## src/rtl/pce_pkg.sv

```systemverilog
package pce_pkg;

  typedef enum logic [1:0] {
    ENC_WHITE = 2'd0,
    ENC_RSV1  = 2'd1,
    ENC_FEC   = 2'd2,
    ENC_RSV3  = 2'd3
  } enc_sel_e;

  typedef enum logic [2:0] {
    ST_IDLE,
    ST_LOAD,
    ST_SER,
    ST_TAIL,
    ST_PAD,
    ST_FIN,
    ST_DROP
  } phase_e;

endpackage

```

## src/rtl/pce_whitener.sv

```systemverilog
module pce_whitener #(
  parameter int W   = 9,
  parameter int TAP = 5
) (
  input  logic clk,
  input  logic rst_n,
  input  logic seed,
  input  logic adv,
  output logic pn_o
);

  logic [W-1:0] lfsr_q, lfsr_d;

  always_comb begin
    lfsr_d = lfsr_q;
    if (seed) begin
      lfsr_d = '1;
    end else if (adv) begin
      lfsr_d = {lfsr_q[0] ^ lfsr_q[TAP], lfsr_q[W-1:1]};
    end
  end

  always_ff @(posedge clk or negedge rst_n) begin
    if (!rst_n) begin
      lfsr_q <= '1;
    end else begin
      lfsr_q <= lfsr_d;
    end
  end

  assign pn_o = lfsr_q[0];

  AST_PN_LIVE: assert property (@(posedge clk) disable iff (!rst_n) lfsr_q != '0);
  AST_PN_SEED: assert property (@(posedge clk) disable iff (!rst_n) seed |=> lfsr_q == '1);

endmodule

```

## src/rtl/pce_conv.sv

```systemverilog
module pce_conv #(
  parameter int             K  = 4,
  parameter logic [K-1:0]   GA = 4'o17,
  parameter logic [K-1:0]   GB = 4'o13
) (
  input  logic       clk,
  input  logic       rst_n,
  input  logic       clr,
  input  logic       adv,
  input  logic       bit_i,
  output logic [1:0] sym_o
);

  logic [K-2:0] hist_q, hist_d;
  logic [K-1:0] win;

  assign win   = {bit_i, hist_q};
  assign sym_o = {^(win & GA), ^(win & GB)};

  always_comb begin
    hist_d = hist_q;
    if (clr) begin
      hist_d = '0;
    end else if (adv) begin
      hist_d = win[K-1:1];
    end
  end

  always_ff @(posedge clk or negedge rst_n) begin
    if (!rst_n) begin
      hist_q <= '0;
    end else begin
      hist_q <= hist_d;
    end
  end

  AST_CONV_CLR: assert property (@(posedge clk) disable iff (!rst_n) clr |=> hist_q == '0);
  AST_CONV_HOLD: assert property (@(posedge clk) disable iff (!rst_n) (!clr && !adv) |=> $stable(hist_q));

endmodule

```

## src/rtl/pce_interleave.sv

```systemverilog
module pce_interleave #(
  parameter int ROWS  = 4,
  parameter int COLS  = 4,
  parameter int SYM_W = 2
) (
  input  logic             clk,
  input  logic             rst_n,
  input  logic             clr,
  input  logic             wr_en,
  input  logic [SYM_W-1:0] wr_sym,
  input  logic             rd_en,
  output logic             full_o,
  output logic             busy_o,
  output logic             rd_bit_o,
  output logic             rd_last_o
);

  localparam int DEPTH = ROWS * COLS;
  localparam int AW    = (DEPTH > 1) ? $clog2(DEPTH) : 1;
  localparam int RW    = (ROWS > 1) ? $clog2(ROWS) : 1;
  localparam int CW    = (COLS > 1) ? $clog2(COLS) : 1;
  localparam int HW    = (SYM_W > 1) ? $clog2(SYM_W) : 1;

  logic [SYM_W-1:0] mem_q [DEPTH];
  logic [AW-1:0]    wr_idx_q, wr_idx_d;
  logic [RW-1:0]    row_q, row_d;
  logic [CW-1:0]    col_q, col_d;
  logic [HW-1:0]    half_q, half_d;
  logic             busy_q, busy_d;
  logic [AW-1:0]    rd_addr;
  logic [SYM_W-1:0] rd_sym;
  logic             half_end, row_end, col_end;

  assign full_o    = wr_en && (wr_idx_q == AW'(DEPTH - 1));
  assign half_end  = (half_q == HW'(SYM_W - 1));
  assign row_end   = (row_q == RW'(ROWS - 1));
  assign col_end   = (col_q == CW'(COLS - 1));
  assign rd_last_o = busy_q && half_end && row_end && col_end;
  assign busy_o    = busy_q;
  assign rd_addr   = AW'(int'(row_q) * COLS + int'(col_q));
  assign rd_sym    = mem_q[rd_addr];
  assign rd_bit_o  = rd_sym[HW'(SYM_W - 1) - half_q];

  always_ff @(posedge clk) begin
    if (wr_en) begin
      mem_q[wr_idx_q] <= wr_sym;
    end
  end

  always_comb begin
    wr_idx_d = wr_idx_q;
    busy_d   = busy_q;
    row_d    = row_q;
    col_d    = col_q;
    half_d   = half_q;
    if (clr) begin
      wr_idx_d = '0;
      busy_d   = 1'b0;
      row_d    = '0;
      col_d    = '0;
      half_d   = '0;
    end else begin
      if (wr_en) begin
        wr_idx_d = full_o ? '0 : wr_idx_q + 1'b1;
      end
      if (full_o) begin
        busy_d = 1'b1;
      end else if (rd_en && rd_last_o) begin
        busy_d = 1'b0;
      end
      if (rd_en) begin
        if (!half_end) begin
          half_d = half_q + 1'b1;
        end else begin
          half_d = '0;
          if (!row_end) begin
            row_d = row_q + 1'b1;
          end else begin
            row_d = '0;
            col_d = col_end ? '0 : col_q + 1'b1;
          end
        end
      end
    end
  end

  always_ff @(posedge clk or negedge rst_n) begin
    if (!rst_n) begin
      wr_idx_q <= '0;
      busy_q   <= 1'b0;
      row_q    <= '0;
      col_q    <= '0;
      half_q   <= '0;
    end else begin
      wr_idx_q <= wr_idx_d;
      busy_q   <= busy_d;
      row_q    <= row_d;
      col_q    <= col_d;
      half_q   <= half_d;
    end
  end

  AST_NO_OVERFLOW: assert property (@(posedge clk) disable iff (!rst_n) wr_en |-> !busy_q);
  AST_DRAIN_ONLY: assert property (@(posedge clk) disable iff (!rst_n) rd_en |-> busy_q);
  AST_BLOCK_EMPTY: assert property (@(posedge clk) disable iff (!rst_n) (rd_en && rd_last_o) |=> (!busy_q && wr_idx_q == '0));

endmodule

```

## src/rtl/pkt_code_enc.sv

```systemverilog
module pkt_code_enc
  import pce_pkg::*;
#(
  parameter int                DATA_W   = 8,
  parameter int                LFSR_W   = 9,
  parameter int                LFSR_TAP = 5,
  parameter int                CONV_K   = 4,
  parameter logic [CONV_K-1:0] POLY_A   = 4'o17,
  parameter logic [CONV_K-1:0] POLY_B   = 4'o13,
  parameter int                ILV_ROWS = 4,
  parameter int                ILV_COLS = 4
) (
  input  logic              clk,
  input  logic              rst_n,
  input  logic [7:0]        chan_id,
  input  logic              sof,
  input  logic              in_valid,
  output logic              in_ready,
  input  logic [DATA_W-1:0] in_data,
  input  logic              in_last,
  output logic              out_valid,
  input  logic              out_ready,
  output logic              out_bit,
  output logic              out_last,
  output logic              enc_err
);

  localparam int ENC_LSB  = 6;
  localparam int TAIL_LEN = CONV_K - 1;
  localparam int BC_W     = (DATA_W > 1) ? $clog2(DATA_W) : 1;
  localparam int TC_W     = (TAIL_LEN > 1) ? $clog2(TAIL_LEN) : 1;

  // reset: asserted asynchronously, released on the clock
  logic [1:0] rs_q;
  logic       rst_ni;

  always_ff @(posedge clk or negedge rst_n) begin
    if (!rst_n) begin
      rs_q <= '0;
    end else begin
      rs_q <= {rs_q[0], 1'b1};
    end
  end
  assign rst_ni = rs_q[1];

  phase_e            state_q, state_d;
  logic              fec_q, fec_d;
  logic              err_q, err_d;
  logic              last_q, last_d;
  logic [DATA_W-1:0] sh_q, sh_d;
  logic [BC_W-1:0]   bit_cnt_q, bit_cnt_d;
  logic [TC_W-1:0]   tail_q, tail_d;

  enc_sel_e   chan_enc;
  logic       rsv, start, fill_en, plain_en, data_step, byte_end;
  logic       pn_bit, white_bit, enc_in;
  logic [1:0] code_sym;
  logic       ilv_full, ilv_busy, ilv_bit, ilv_last, ilv_rd;

  assign chan_enc  = enc_sel_e'(chan_id[ENC_LSB+1:ENC_LSB]);
  assign rsv       = (chan_enc == ENC_RSV1) || (chan_enc == ENC_RSV3);
  assign start     = (state_q == ST_IDLE) && sof;
  assign fill_en   = fec_q && !ilv_busy &&
                     ((state_q == ST_SER) || (state_q == ST_TAIL) || (state_q == ST_PAD));
  assign plain_en  = !fec_q && (state_q == ST_SER) && out_ready;
  assign data_step = (state_q == ST_SER) && (fill_en || plain_en);
  assign byte_end  = (bit_cnt_q == BC_W'(DATA_W - 1));
  assign white_bit = sh_q[DATA_W-1] ^ pn_bit;
  assign enc_in    = (state_q == ST_SER) ? white_bit : 1'b0;
  assign ilv_rd    = ilv_busy && out_ready;

  pce_whitener #(
    .W   (LFSR_W),
    .TAP (LFSR_TAP)
  ) u_white (
    .clk   (clk),
    .rst_n (rst_ni),
    .seed  (start),
    .adv   (data_step),
    .pn_o  (pn_bit)
  );

  pce_conv #(
    .K  (CONV_K),
    .GA (POLY_A),
    .GB (POLY_B)
  ) u_conv (
    .clk   (clk),
    .rst_n (rst_ni),
    .clr   (start),
    .adv   (fill_en),
    .bit_i (enc_in),
    .sym_o (code_sym)
  );

  pce_interleave #(
    .ROWS  (ILV_ROWS),
    .COLS  (ILV_COLS),
    .SYM_W (2)
  ) u_ilv (
    .clk       (clk),
    .rst_n     (rst_ni),
    .clr       (start),
    .wr_en     (fill_en),
    .wr_sym    (code_sym),
    .rd_en     (ilv_rd),
    .full_o    (ilv_full),
    .busy_o    (ilv_busy),
    .rd_bit_o  (ilv_bit),
    .rd_last_o (ilv_last)
  );

  always_comb begin
    state_d   = state_q;
    fec_d     = fec_q;
    err_d     = err_q;
    last_d    = last_q;
    sh_d      = sh_q;
    bit_cnt_d = bit_cnt_q;
    tail_d    = tail_q;
    unique case (state_q)
      ST_IDLE: begin
        if (sof) begin
          if (rsv) begin
            state_d = ST_DROP;
            err_d   = 1'b1;
          end else begin
            state_d = ST_LOAD;
            err_d   = 1'b0;
            fec_d   = (chan_enc == ENC_FEC);
          end
        end
      end
      ST_LOAD: begin
        if (in_valid && in_ready) begin
          sh_d      = in_data;
          last_d    = in_last;
          bit_cnt_d = '0;
          state_d   = ST_SER;
        end
      end
      ST_SER: begin
        if (data_step) begin
          sh_d      = {sh_q[DATA_W-2:0], 1'b0};
          bit_cnt_d = bit_cnt_q + 1'b1;
          if (byte_end) begin
            tail_d = '0;
            if (!last_q) begin
              state_d = ST_LOAD;
            end else if (fec_q) begin
              state_d = ST_TAIL;
            end else begin
              state_d = ST_IDLE;
            end
          end
        end
      end
      ST_TAIL: begin
        if (fill_en) begin
          tail_d = tail_q + 1'b1;
          if (tail_q == TC_W'(TAIL_LEN - 1)) begin
            state_d = ilv_full ? ST_FIN : ST_PAD;
          end
        end
      end
      ST_PAD: begin
        if (fill_en && ilv_full) begin
          state_d = ST_FIN;
        end
      end
      ST_FIN: begin
        if (!ilv_busy) begin
          state_d = ST_IDLE;
        end
      end
      ST_DROP: begin
        if (in_valid && in_last) begin
          state_d = ST_IDLE;
        end
      end
      default: state_d = ST_IDLE;
    endcase
  end

  always_ff @(posedge clk or negedge rst_ni) begin
    if (!rst_ni) begin
      state_q   <= ST_IDLE;
      fec_q     <= 1'b0;
      err_q     <= 1'b0;
      last_q    <= 1'b0;
      sh_q      <= '0;
      bit_cnt_q <= '0;
      tail_q    <= '0;
    end else begin
      state_q   <= state_d;
      fec_q     <= fec_d;
      err_q     <= err_d;
      last_q    <= last_d;
      sh_q      <= sh_d;
      bit_cnt_q <= bit_cnt_d;
      tail_q    <= tail_d;
    end
  end

  assign in_ready  = ((state_q == ST_LOAD) && !ilv_busy) || (state_q == ST_DROP);
  assign out_valid = ilv_busy || (!fec_q && (state_q == ST_SER));
  assign out_bit   = ilv_busy ? ilv_bit : white_bit;
  assign out_last  = ilv_busy ? (ilv_last && (state_q == ST_FIN))
                              : ((state_q == ST_SER) && last_q && byte_end);
  assign enc_err   = err_q;

  AST_OUT_HOLD: assert property (@(posedge clk) disable iff (!rst_ni) (out_valid && !out_ready) |=> (out_valid && $stable(out_bit)));
  AST_DROP_SILENT: assert property (@(posedge clk) disable iff (!rst_ni) (state_q == ST_DROP) |-> !out_valid);
  AST_RSV_FLAG: assert property (@(posedge clk) disable iff (!rst_ni) (start && rsv) |=> enc_err);
  AST_LAST_END: assert property (@(posedge clk) disable iff (!rst_ni) (out_valid && out_ready && out_last) |=> !out_valid);

endmodule

```

## config.mk

```make
export PLATFORM = sky130hd
export DESIGN_NAME = pkt_code_enc
export DESIGN_NICKNAME = d
export VERILOG_FILES = /design/src/rtl/pce_pkg.sv /design/src/rtl/pce_whitener.sv /design/src/rtl/pce_conv.sv /design/src/rtl/pce_interleave.sv /design/src/rtl/pkt_code_enc.sv
export SDC_FILE = /design/constraint.sdc
export NUM_CORES = 1
export LEC_CHECK = 0
export BUFFER_PORTS_ARGS = -buffer_cell sky130_fd_sc_hd__buf_4
export CAP_MARGIN = 30
export CELL_PAD_IN_SITES_DETAIL_PLACEMENT = 0
export CELL_PAD_IN_SITES_GLOBAL_PLACEMENT = 1
export CORE_MARGIN = 1.5
export CORE_UTILIZATION = 45
export DETAILED_ROUTE_END_ITERATION = 7
export PLACE_DENSITY_LB_ADDON = 0.1
export SYNTH_ARGS = -nofsm -noshare
export SYNTH_HDL_FRONTEND = slang
export SYNTH_HIERARCHICAL = 1
export SYNTH_SLANG_ARGS = --single-unit
```

## constraint.sdc

```tcl
create_clock -name clk -period 4.5 [get_ports clk]
set_input_delay 0.675 -clock clk [delete_from_list [all_inputs] [get_ports clk]]
set_output_delay 0.675 -clock clk [all_outputs]
set_load 0.02 [all_outputs]
```

==> results of run 1 <==
-- final cells by class --
cell class | instances | area share [%]
multi-input combinational | 227 | 37.0
clock inverter | 7 | 2.75
tap | 105 | 3.10
clock buffer | 9 | 2.92
sequential | 75 | 48.4
timing repair buffer | 25 | 4.73
inverter | 13 | 1.15
-- routing by layer --
metal	routed length, um	up-vias	GRT usage, %
met2	3270	35	26.5
met5	0	-	0
li1	-	1205	-
met3	209	10	4.11
met4	102	0	6.47
met1	3400	1154	23.6
-- final timing paths --
| check | to | slack [ns] | cells after the start |
|---|---|---|---|
| setup / recovery | out_bit | 1.19 | 7 |
| hold / removal | u_ilv/wr_idx_q[2]$_DFFE_PN0P_ | 0.07 | 0 |
| setup reg to reg | state_q[1]$_DFFE_PN0P_ | 1.55 | 9 |
| hold reg to reg | u_ilv/wr_idx_q[2]$_DFFE_PN0P_ | 0.07 | 0 |
| max in group asynchronous | u_white/lfsr_q[1]$_DFFE_PN1P_ | 3.95 | 1 |
| min in group clk | rs_q[1]$_DFF_PN0_ | 0.35 | 0 |
-- through the flow --
step                      power, uW  cell area, sq um
after floorplan                1690              3790
after global placement         1890              3980
after detailed placement       1900              3980
after CTS                      2520              4220
after global routing           2660              4240
final                          2500              4240
-- worst max-delay path: cells and delay by family (launching register included) --
| kind | cells | cell delay (ns) |
|---|---|---|
| flip-flops | 1 | 0.95 |
| buffers and inverters | 1 | 0.16 |
| AND/OR/NAND/NOR | 1 | 0.11 |
| multiplexers | 2 | 0.55 |
| AO/OA/AOI/OAI | 3 | 0.51 |
-- power by group --
| group | internal, uW | total (uW) | switching (uW) |
|---|---|---|---|
| Combinational | 367 | 814 | 447 |
| Clock | 367 | 620 | 253 |
| Sequential | 944 | 1060 | 120 |
| Total | 1680 | 2500 | 820 |
-- Yosys cell counts, drive strengths merged, types with 2 or more instances --
| library cell | instances | area share, % |
|---|---|---|
| xor2 | 2 | 0.46 |
| mux2i | 33 | 8.7 |
| o21ai | 4 | 0.53 |
| nand3 | 7 | 0.92 |
| nor2b | 2 | 0.33 |
| o21bai | 2 | 0.40 |
| nand4 | 2 | 0.33 |
| xnor2 | 4 | 1.1 |
| buf | 11 | 2.9 |
| and3 | 2 | 0.33 |
| a2111oi | 2 | 0.46 |
| dfstp | 9 | 6.2 |
| nor3 | 7 | 0.92 |
| and2b | 2 | 0.46 |
| and2 | 3 | 0.53 |
| clkbuf | 5 | 0.50 |
| a22oi | 4 | 0.79 |
| nand2 | 51 | 5.0 |
| dfrtp | 34 | 22 |
| ha | 9 | 3.0 |
| inv | 13 | 1.3 |
| nand2b | 7 | 1.2 |
| a22o | 2 | 0.46 |
| mux2 | 13 | 4.6 |
| a211oi | 3 | 0.59 |
| nor2 | 29 | 2.9 |
| nor3b | 3 | 0.59 |
| a311o | 2 | 0.53 |
| edfxtp | 32 | 25 |
| a21oi | 14 | 1.8 |
-- cells by family (layout without fill, tap and decap cells) --
kind of cell,Yosys count,count (layout),synth area share [%]
AND/OR/NAND/NOR,121,121,14.8
flip-flops,75,75,54.0
multiplexers,46,46,13.3
AO/OA/AOI/OAI,43,43,7.95
buffers and inverters,29,54,4.69
adder cells (fa/ha/maj),9,9,2.97
XOR/XNOR,7,7,2.18
other,1,1,0.0989
-- state kept, by name, indices dropped and copies added (netlist names), 2 cells and up --
register,flops
rs_q,2
u_ilv/col_q,2
u_ilv/wr_idx_q,4
u_ilv/mem_q,32
u_ilv/row_q,2
u_conv/hist_q,3
u_white/lfsr_q,9
bit_cnt_q,3
state_q,3
sh_q,8
tail_q,2
==> out/results.txt, run 1 <==
final setup TNS -> 0 ns
Post-CTS Setup Bufs -> 0
drt drc -> 0
post-synth cell types -> 55
dpl ws -> 1.47 ns
endpoints failing hold -> 0
post_cts resized -> 0
Root Buffer -> clkbuf_8
Reg area -> 2050 sq um
die area -> 8980 sq um
GRT Total Usage -> 17.2%
fin crit period -> 3.31 ns
H-tree Lvls -> 3
via count of the first global-routing pass -> 2395
Multi-input gate area -> 1570 sq um
final setup margin -> 1.19 ns
Buffers on Ports -> 20
ys flop type -> dfrtp_1
Worst setup SP type -> register
DRT Pass-1 Iters -> 4
headroom to the max-slew limit -> 38.4%
largest net degree at the start of global routing -> 42
HPWL Detailed -> 4760 um
layout filler cell count -> 760
# IOs -> 27
first-pass GRT wire length -> 11600 um
Max Transition Viols Final -> 0
CP required -> 3.83 ns
Post-Syn Nets -> 362
Post-CTS Hold Buffers -> 0
Critical Path Sink Type -> output port
RR Startpoint -> state_q[1]$_DFFE_PN0P_
Congestion Overflow GR -> 0
Clock transition at path regs -> 0.08 ns
total power per unit cell area -> 590 nW/um^2
Ant. Diodes -> 0
FF+latch count, synth -> 75
placed cell count -> 444
Cells after Synth -> 331
initial antenna violation count -> 0
worst slew pin tran -> 0.924 ns
achievable clock frequency -> 302 MHz
DIE WIDTH -> 94.8 um
post-route insts no fill -> 461
Hold Path Class -> reg2async
CTS tree -> yes
Routed WL per cell -> 15.1 um
drt via density -> 5.21
Setup violations, final -> 0
RSZ-0062 raised after global routing -> false
Initial Util -> 46.4%
Worst Path Max Fanout -> 18
Starting DRT DRC Count -> 119
CP startpoint -> u_ilv/col_q[1]$_DFFE_PN0P_
status -> complete, no violations
Setup CP Type -> reg2out
utilization after layout -> 51.8%
total CTS buffers -> 9
most frequent cells in the layout -> nand2_1 (51), mux2i_1 (33), dfrtp_1 (33)
Area Overhead vs Synth -> 11.7%
final wirelength -> 6980 um
leading cell type in the layout, fill and taps excluded -> nand2_1
vias -> 2404
asr flop ratio synth -> 57.3%
Routed Antenna Nets -> 0
Layout Nets -> 382
CTS sink count -> 75
Clock Skew -> 0.00753 ns
CTS max path bufs -> 2
slowest CP cell -> dfrtp_1
Data arrival, critical path -> 2.64 ns
Yosys Warn Count -> 6
die height -> 94.8 um
Leakage -> 0.00171 uW
post-synthesis area per instance -> 11.5 sq um
layout cells sized above 1 -> 20.2%
max_cap viols -> 0
routability congestion estimate -> 0.730
Worst VDD drop -> 0.223 mV
# rows -> 33
crit path cell chain -> mux2i_1 > a22oi_1 > nand4b_1 > a21oi_1 > a311o_1 > mux2_2 > buf_4
EDFF count, synth -> 32
Worst path max stage delay -> 0.95 ns
sequential area share after synthesis -> 54.0%
fin crit share -> 73.6%
Hold WS -> 0.0707 ns
Netlist Area Pre-Place -> 3790 sq um
Worst-Skew Late Latency -> 0.34 ns
Core Area -> 8180 sq um
Note: power is estimated with default switching activity, not from simulation.
==> run 2: changes to the inputs <==
--- a/config.mk
+++ b/config.mk
@@ -5,12 +5,13 @@
 export SDC_FILE = /design/constraint.sdc
 export NUM_CORES = 1
 export LEC_CHECK = 0
+export ABC_AREA = 1
 export BUFFER_PORTS_ARGS = -buffer_cell sky130_fd_sc_hd__buf_4
 export CAP_MARGIN = 30
 export CELL_PAD_IN_SITES_DETAIL_PLACEMENT = 0
 export CELL_PAD_IN_SITES_GLOBAL_PLACEMENT = 1
 export CORE_MARGIN = 1.5
-export CORE_UTILIZATION = 45
+export CORE_UTILIZATION = 41
 export DETAILED_ROUTE_END_ITERATION = 7
 export PLACE_DENSITY_LB_ADDON = 0.1
 export SYNTH_ARGS = -nofsm -noshare
==> constraint.sdc (replaced) <==
create_clock -name clk -period 2.9 [get_ports clk]
set_input_delay 0.435 -clock clk [delete_from_list [all_inputs] [get_ports clk]]
set_output_delay 0.435 -clock clk [all_outputs]
set_load 0.02 [all_outputs]
==> run 2 against run 1 <==
  * Wire length is 12% higher
  * Non-clock buffer count is 3 higher
  * Synthesized cell count is 36% higher
  * Clock power is 35% higher
  * Critical endpoint unchanged
  * Worst hold slack better by 0.23 ns
==> out/results.txt, run 2 <==
status -> complete, no violations (unchanged)
fin crit period -> 2.54 ns
Post-Syn Nets -> 480 (was 362)
HP Start -> chan_id[7]
Netlist Area Pre-Place -> 3840 sq um (was 3790 sq um)
Reg area -> 2050 sq um (unchanged)
DRT Pass-1 Iters -> 4 (unchanged)
RR Startpoint -> state_q[0]$_DFFE_PN0P_ (was state_q[1]$_DFFE_PN0P_)
main combinational cell family by area after synthesis -> simple AND/OR/NAND/NOR gates (unchanged)
Layout Nets -> 511 (was 382)
FF+latch count, synth -> 75 (unchanged)
final wirelength -> 7790 um (was 6980 um)
routability congestion estimate -> 0.851 (was 0.730)
Area Overhead vs Synth -> 12.4% (was 11.7%)
worst hold path endpoint -> fec_q$_DFFE_PN0P_
Buf/Inv on CP -> 2 (was 1)
max reg flops -> 32 (unchanged)
vias -> 2921 (was 2404)
post-route insts no fill -> 596 (was 461)
worst slew pin tran -> 0.905 ns (was 0.924 ns)
largest net degree at the start of global routing -> 42 (unchanged)
initial antenna violation count -> 0 (unchanged)
layout filler cell count -> 918 (was 760)
drt drc -> 0 (unchanged)
xor/xnor cell area share of the yosys netlist -> 0.228% (was 2.18%)
# rows -> 35 (was 33)
die area -> 9960 sq um (was 8980 sq um)
max_cap viols -> 0 (unchanged)
# IOs -> 27 (unchanged)
utilization after layout -> 47.2% (was 51.8%)
achievable clock frequency -> 393 MHz
post-synthesis adder-cell area fraction -> 2.93% (was 2.97%)
final setup margin -> 0.358 ns (was 1.19 ns)
slowest CP cell -> dfrtp_1 (unchanged)
first-pass GRT wire length -> 13200 um (was 11600 um)
Worst setup SP type -> register (unchanged)
asr flop ratio synth -> 57.3% (unchanged)
DIE WIDTH -> 99.8 um (was 94.8 um)
Root Buffer -> clkbuf_8 (unchanged)
Largest Register -> u_ilv/mem_q (unchanged)
H-tree Lvls -> 3 (unchanged)
CTS sink count -> 75 (unchanged)
Core Area -> 9150 sq um (was 8180 sq um)
crit path cell chain -> buf_4 > nand2_1 > nand3_1 > nand3_1 > nand2_1 > nand2_1 > nand2_1 > nand2_1 > nand2_1 > nand2_1 > o21ai_0 > buf_4 (was mux2i_1 > a22oi_1 > nand4b_1 > a21oi_1 > a311o_1 > mux2_2 > buf_4)
cell taking the most area after synthesis -> edfxtp_1 (unchanged)
post-synthesis simple-gate area fraction -> 29.1% (was 14.8%)
CP most frequent cell -> nand2_1
leading cell type in the layout, fill and taps excluded -> nand2_1 (unchanged)
Worst VDD drop -> 0.324 mV (was 0.223 mV)
Worst-Skew Late Latency -> 0.35 ns (was 0.34 ns)
die height -> 99.8 um (was 94.8 um)
endpoints failing hold -> 0 (unchanged)
post_cts resized -> 0 (unchanged)
fin crit share -> 87.6%
worst r2r path cells -> 12 (was 9)
RSZ-0062 raised after global routing -> false (unchanged)
mux share of post-synthesis cell area -> 0% (was 13.3%)
Cells after Synth -> 449 (was 331)
GRT Total Usage -> 17.3% (was 17.2%)
post-synth top area share -> 25.0% (was 25.3%)
Congestion Overflow GR -> 0 (unchanged)
Max Transition Viols Final -> 0 (unchanged)
biggest regs -> u_ilv/mem_q x32, u_white/lfsr_q x9, sh_q x8 (unchanged)
flop2flop setup slack -> 0.73 ns (was 1.55 ns)
Worst path max stage delay -> 0.63 ns (was 0.95 ns)
Clock transition at path regs -> 0.08 ns (about the same)
Setup CP Type -> reg2out (unchanged)
Buffers on Ports -> 20 (unchanged)
final setup TNS -> 0 ns (unchanged)
top-count cell post-synth -> nand2_1 (unchanged)
Ant. Diodes -> 0 (unchanged)
Routed Antenna Nets -> 0 (unchanged)
HPWL Detailed -> 5620 um (was 4760 um)
CP startpoint -> u_ilv/col_q[0]$_DFFE_PN0P_ (was u_ilv/col_q[1]$_DFFE_PN0P_)
commonest cells in the netlist -> nand2_1 (139), nand3_1 (49), nor2_1 (42) (was nand2_1 (51), dfrtp_1 (34), mux2i_1 (33))
CTS max path bufs -> 2 (unchanged)
Clock Skew -> 0.0130 ns (was 0.00753 ns)
post-synth cell types -> 34 (was 55)
post-synthesis area per instance -> 8.55 sq um (was 11.5 sq um)
via count of the first global-routing pass -> 2736 (was 2395)
Setup violations, final -> 0 (unchanged)
Starting DRT DRC Count -> 106 (was 119)
headroom to the max-slew limit -> 39.7% (was 38.4%)
reg2reg end -> state_q[1]$_DFFE_PN0P_ (unchanged)
CP required -> 2.47 ns (was 3.83 ns)
Multi-input gate area -> 1520 sq um (was 1570 sq um)
sequential area share after synthesis -> 53.3% (was 54.0%)
drt via density -> 4.90 (was 5.21)
EDFF count, synth -> 32 (unchanged)
Worst Path Max Fanout -> 10 (was 18)
Leakage -> 0.00198 uW (was 0.00171 uW)
Synth Area in Compound Gates -> 7.13% (was 7.95%)
Routed WL per cell -> 13.1 um (was 15.1 um)
Critical Path Sink Type -> output port (unchanged)
placed cell count -> 579 (was 444)
total CTS buffers -> 9 (unchanged)
ys flop type -> dfrtp_1 (unchanged)
Initial Util -> 42.0% (was 46.4%)
dpl ws -> 0.685 ns (was 1.47 ns)
most frequent cells in the layout -> nand2_1 (139), nand3_1 (49), nor2_1 (42) (was nand2_1 (51), mux2i_1 (33), dfrtp_1 (33))
Top Family by Delay on Critical Path -> flip-flops (unchanged)
Yosys Warn Count -> 6 (unchanged)
total power per unit cell area -> 931 nW/um^2 (was 590 nW/um^2)
CTS tree -> yes (unchanged)
worst hold path depth -> 3
CP Depth -> 12 (was 7)
synth top area cells -> edfxtp_1 (25%), dfrtp_1 (22%), nand2_1 (14%) (was edfxtp_1 (25%), dfrtp_1 (22%), mux2i_1 (8.7%))
Data arrival, critical path -> 2.11 ns (was 2.64 ns)
layout cells sized above 1 -> 17.3% (was 20.2%)
Hold Path Class -> in2reg (was reg2async)
-- run 2: metal layers --
metal	vias to the layer above	GRT usage, %	part of all wire (%)
met1	1344	21.8	46
met5	-	0	0
met4	0	7.15	1.6
met3	10	2.72	2.7
li1	1522	-	-
met2	45	29.6	49
-- run 2: worst max path at each step --
stage                             end  slack, ns
6_report                      out_bit       0.36
3_3_place_gp                  out_bit       0.70
2_1_floorplan  state_q[0]$_DFFE_PN0P_       0.79
3_5_place_dp                  out_bit       0.69
4_1_cts                       out_bit       0.28
5_1_grt                       out_bit       0.09
-- run 2: logic make-up (layout without fill, tap and decap cells) --
family,count (synthesis),after routing
AND/OR/NAND/NOR,257,257
adder cells (fa/ha/maj),9,9
XOR/XNOR,1,1
flip-flops,75,75
other,1,1
buffers and inverters,58,94
AO/OA/AOI/OAI,48,48
-- run 2: area by class of cell --
| class | count | area share [%] |
|---|---|---|
| Tap cell | 111 | 3.22 |
| Sequential cell | 75 | 47.5 |
| Clock inverter | 4 | 1.13 |
| Multi-Input combinational cell | 316 | 35.1 |
| Inverter | 50 | 4.52 |
| Timing Repair Buffer | 28 | 4.92 |
| Clock buffer | 12 | 3.62 |
-- run 2: where the power goes --
part	internal, uW	switching, uW
logic	516	1050
clock network	450	385
registers	1450	176
total	2410	1610
-- run 2: worst reg2reg max path: stages (launching register included) --
cell	delay [ns]
dfrtp_1	0.47
nor2_1	0.20
nand2_1	0.15
nand2_1	0.13
nand2_2	0.09
inv_1	0.08
nand2_1	0.19
nor2_1	0.20
nand3_1	0.10
nand2_1	0.10
nand3_1	0.13
o21bai_1	0.16
nand2_1	0.07
-- run 2: stage by stage --
step                      area (sq um)  total power, uW  hold WS [ns]
after floorplan                   3840             2830         0.139
after global placement            4100             3210         0.218
after detailed placement          4100             3230         0.219
after CTS                         4320             4080         0.281
after global routing              4320             4360         0.304
final                             4320             4020         0.296
-- run 2: what timing repair did --
item / CTS / global route
setup buffers: 0 / 0
hold buffers: 1 / 0
endpoints found under the hold margin: 2 / 0
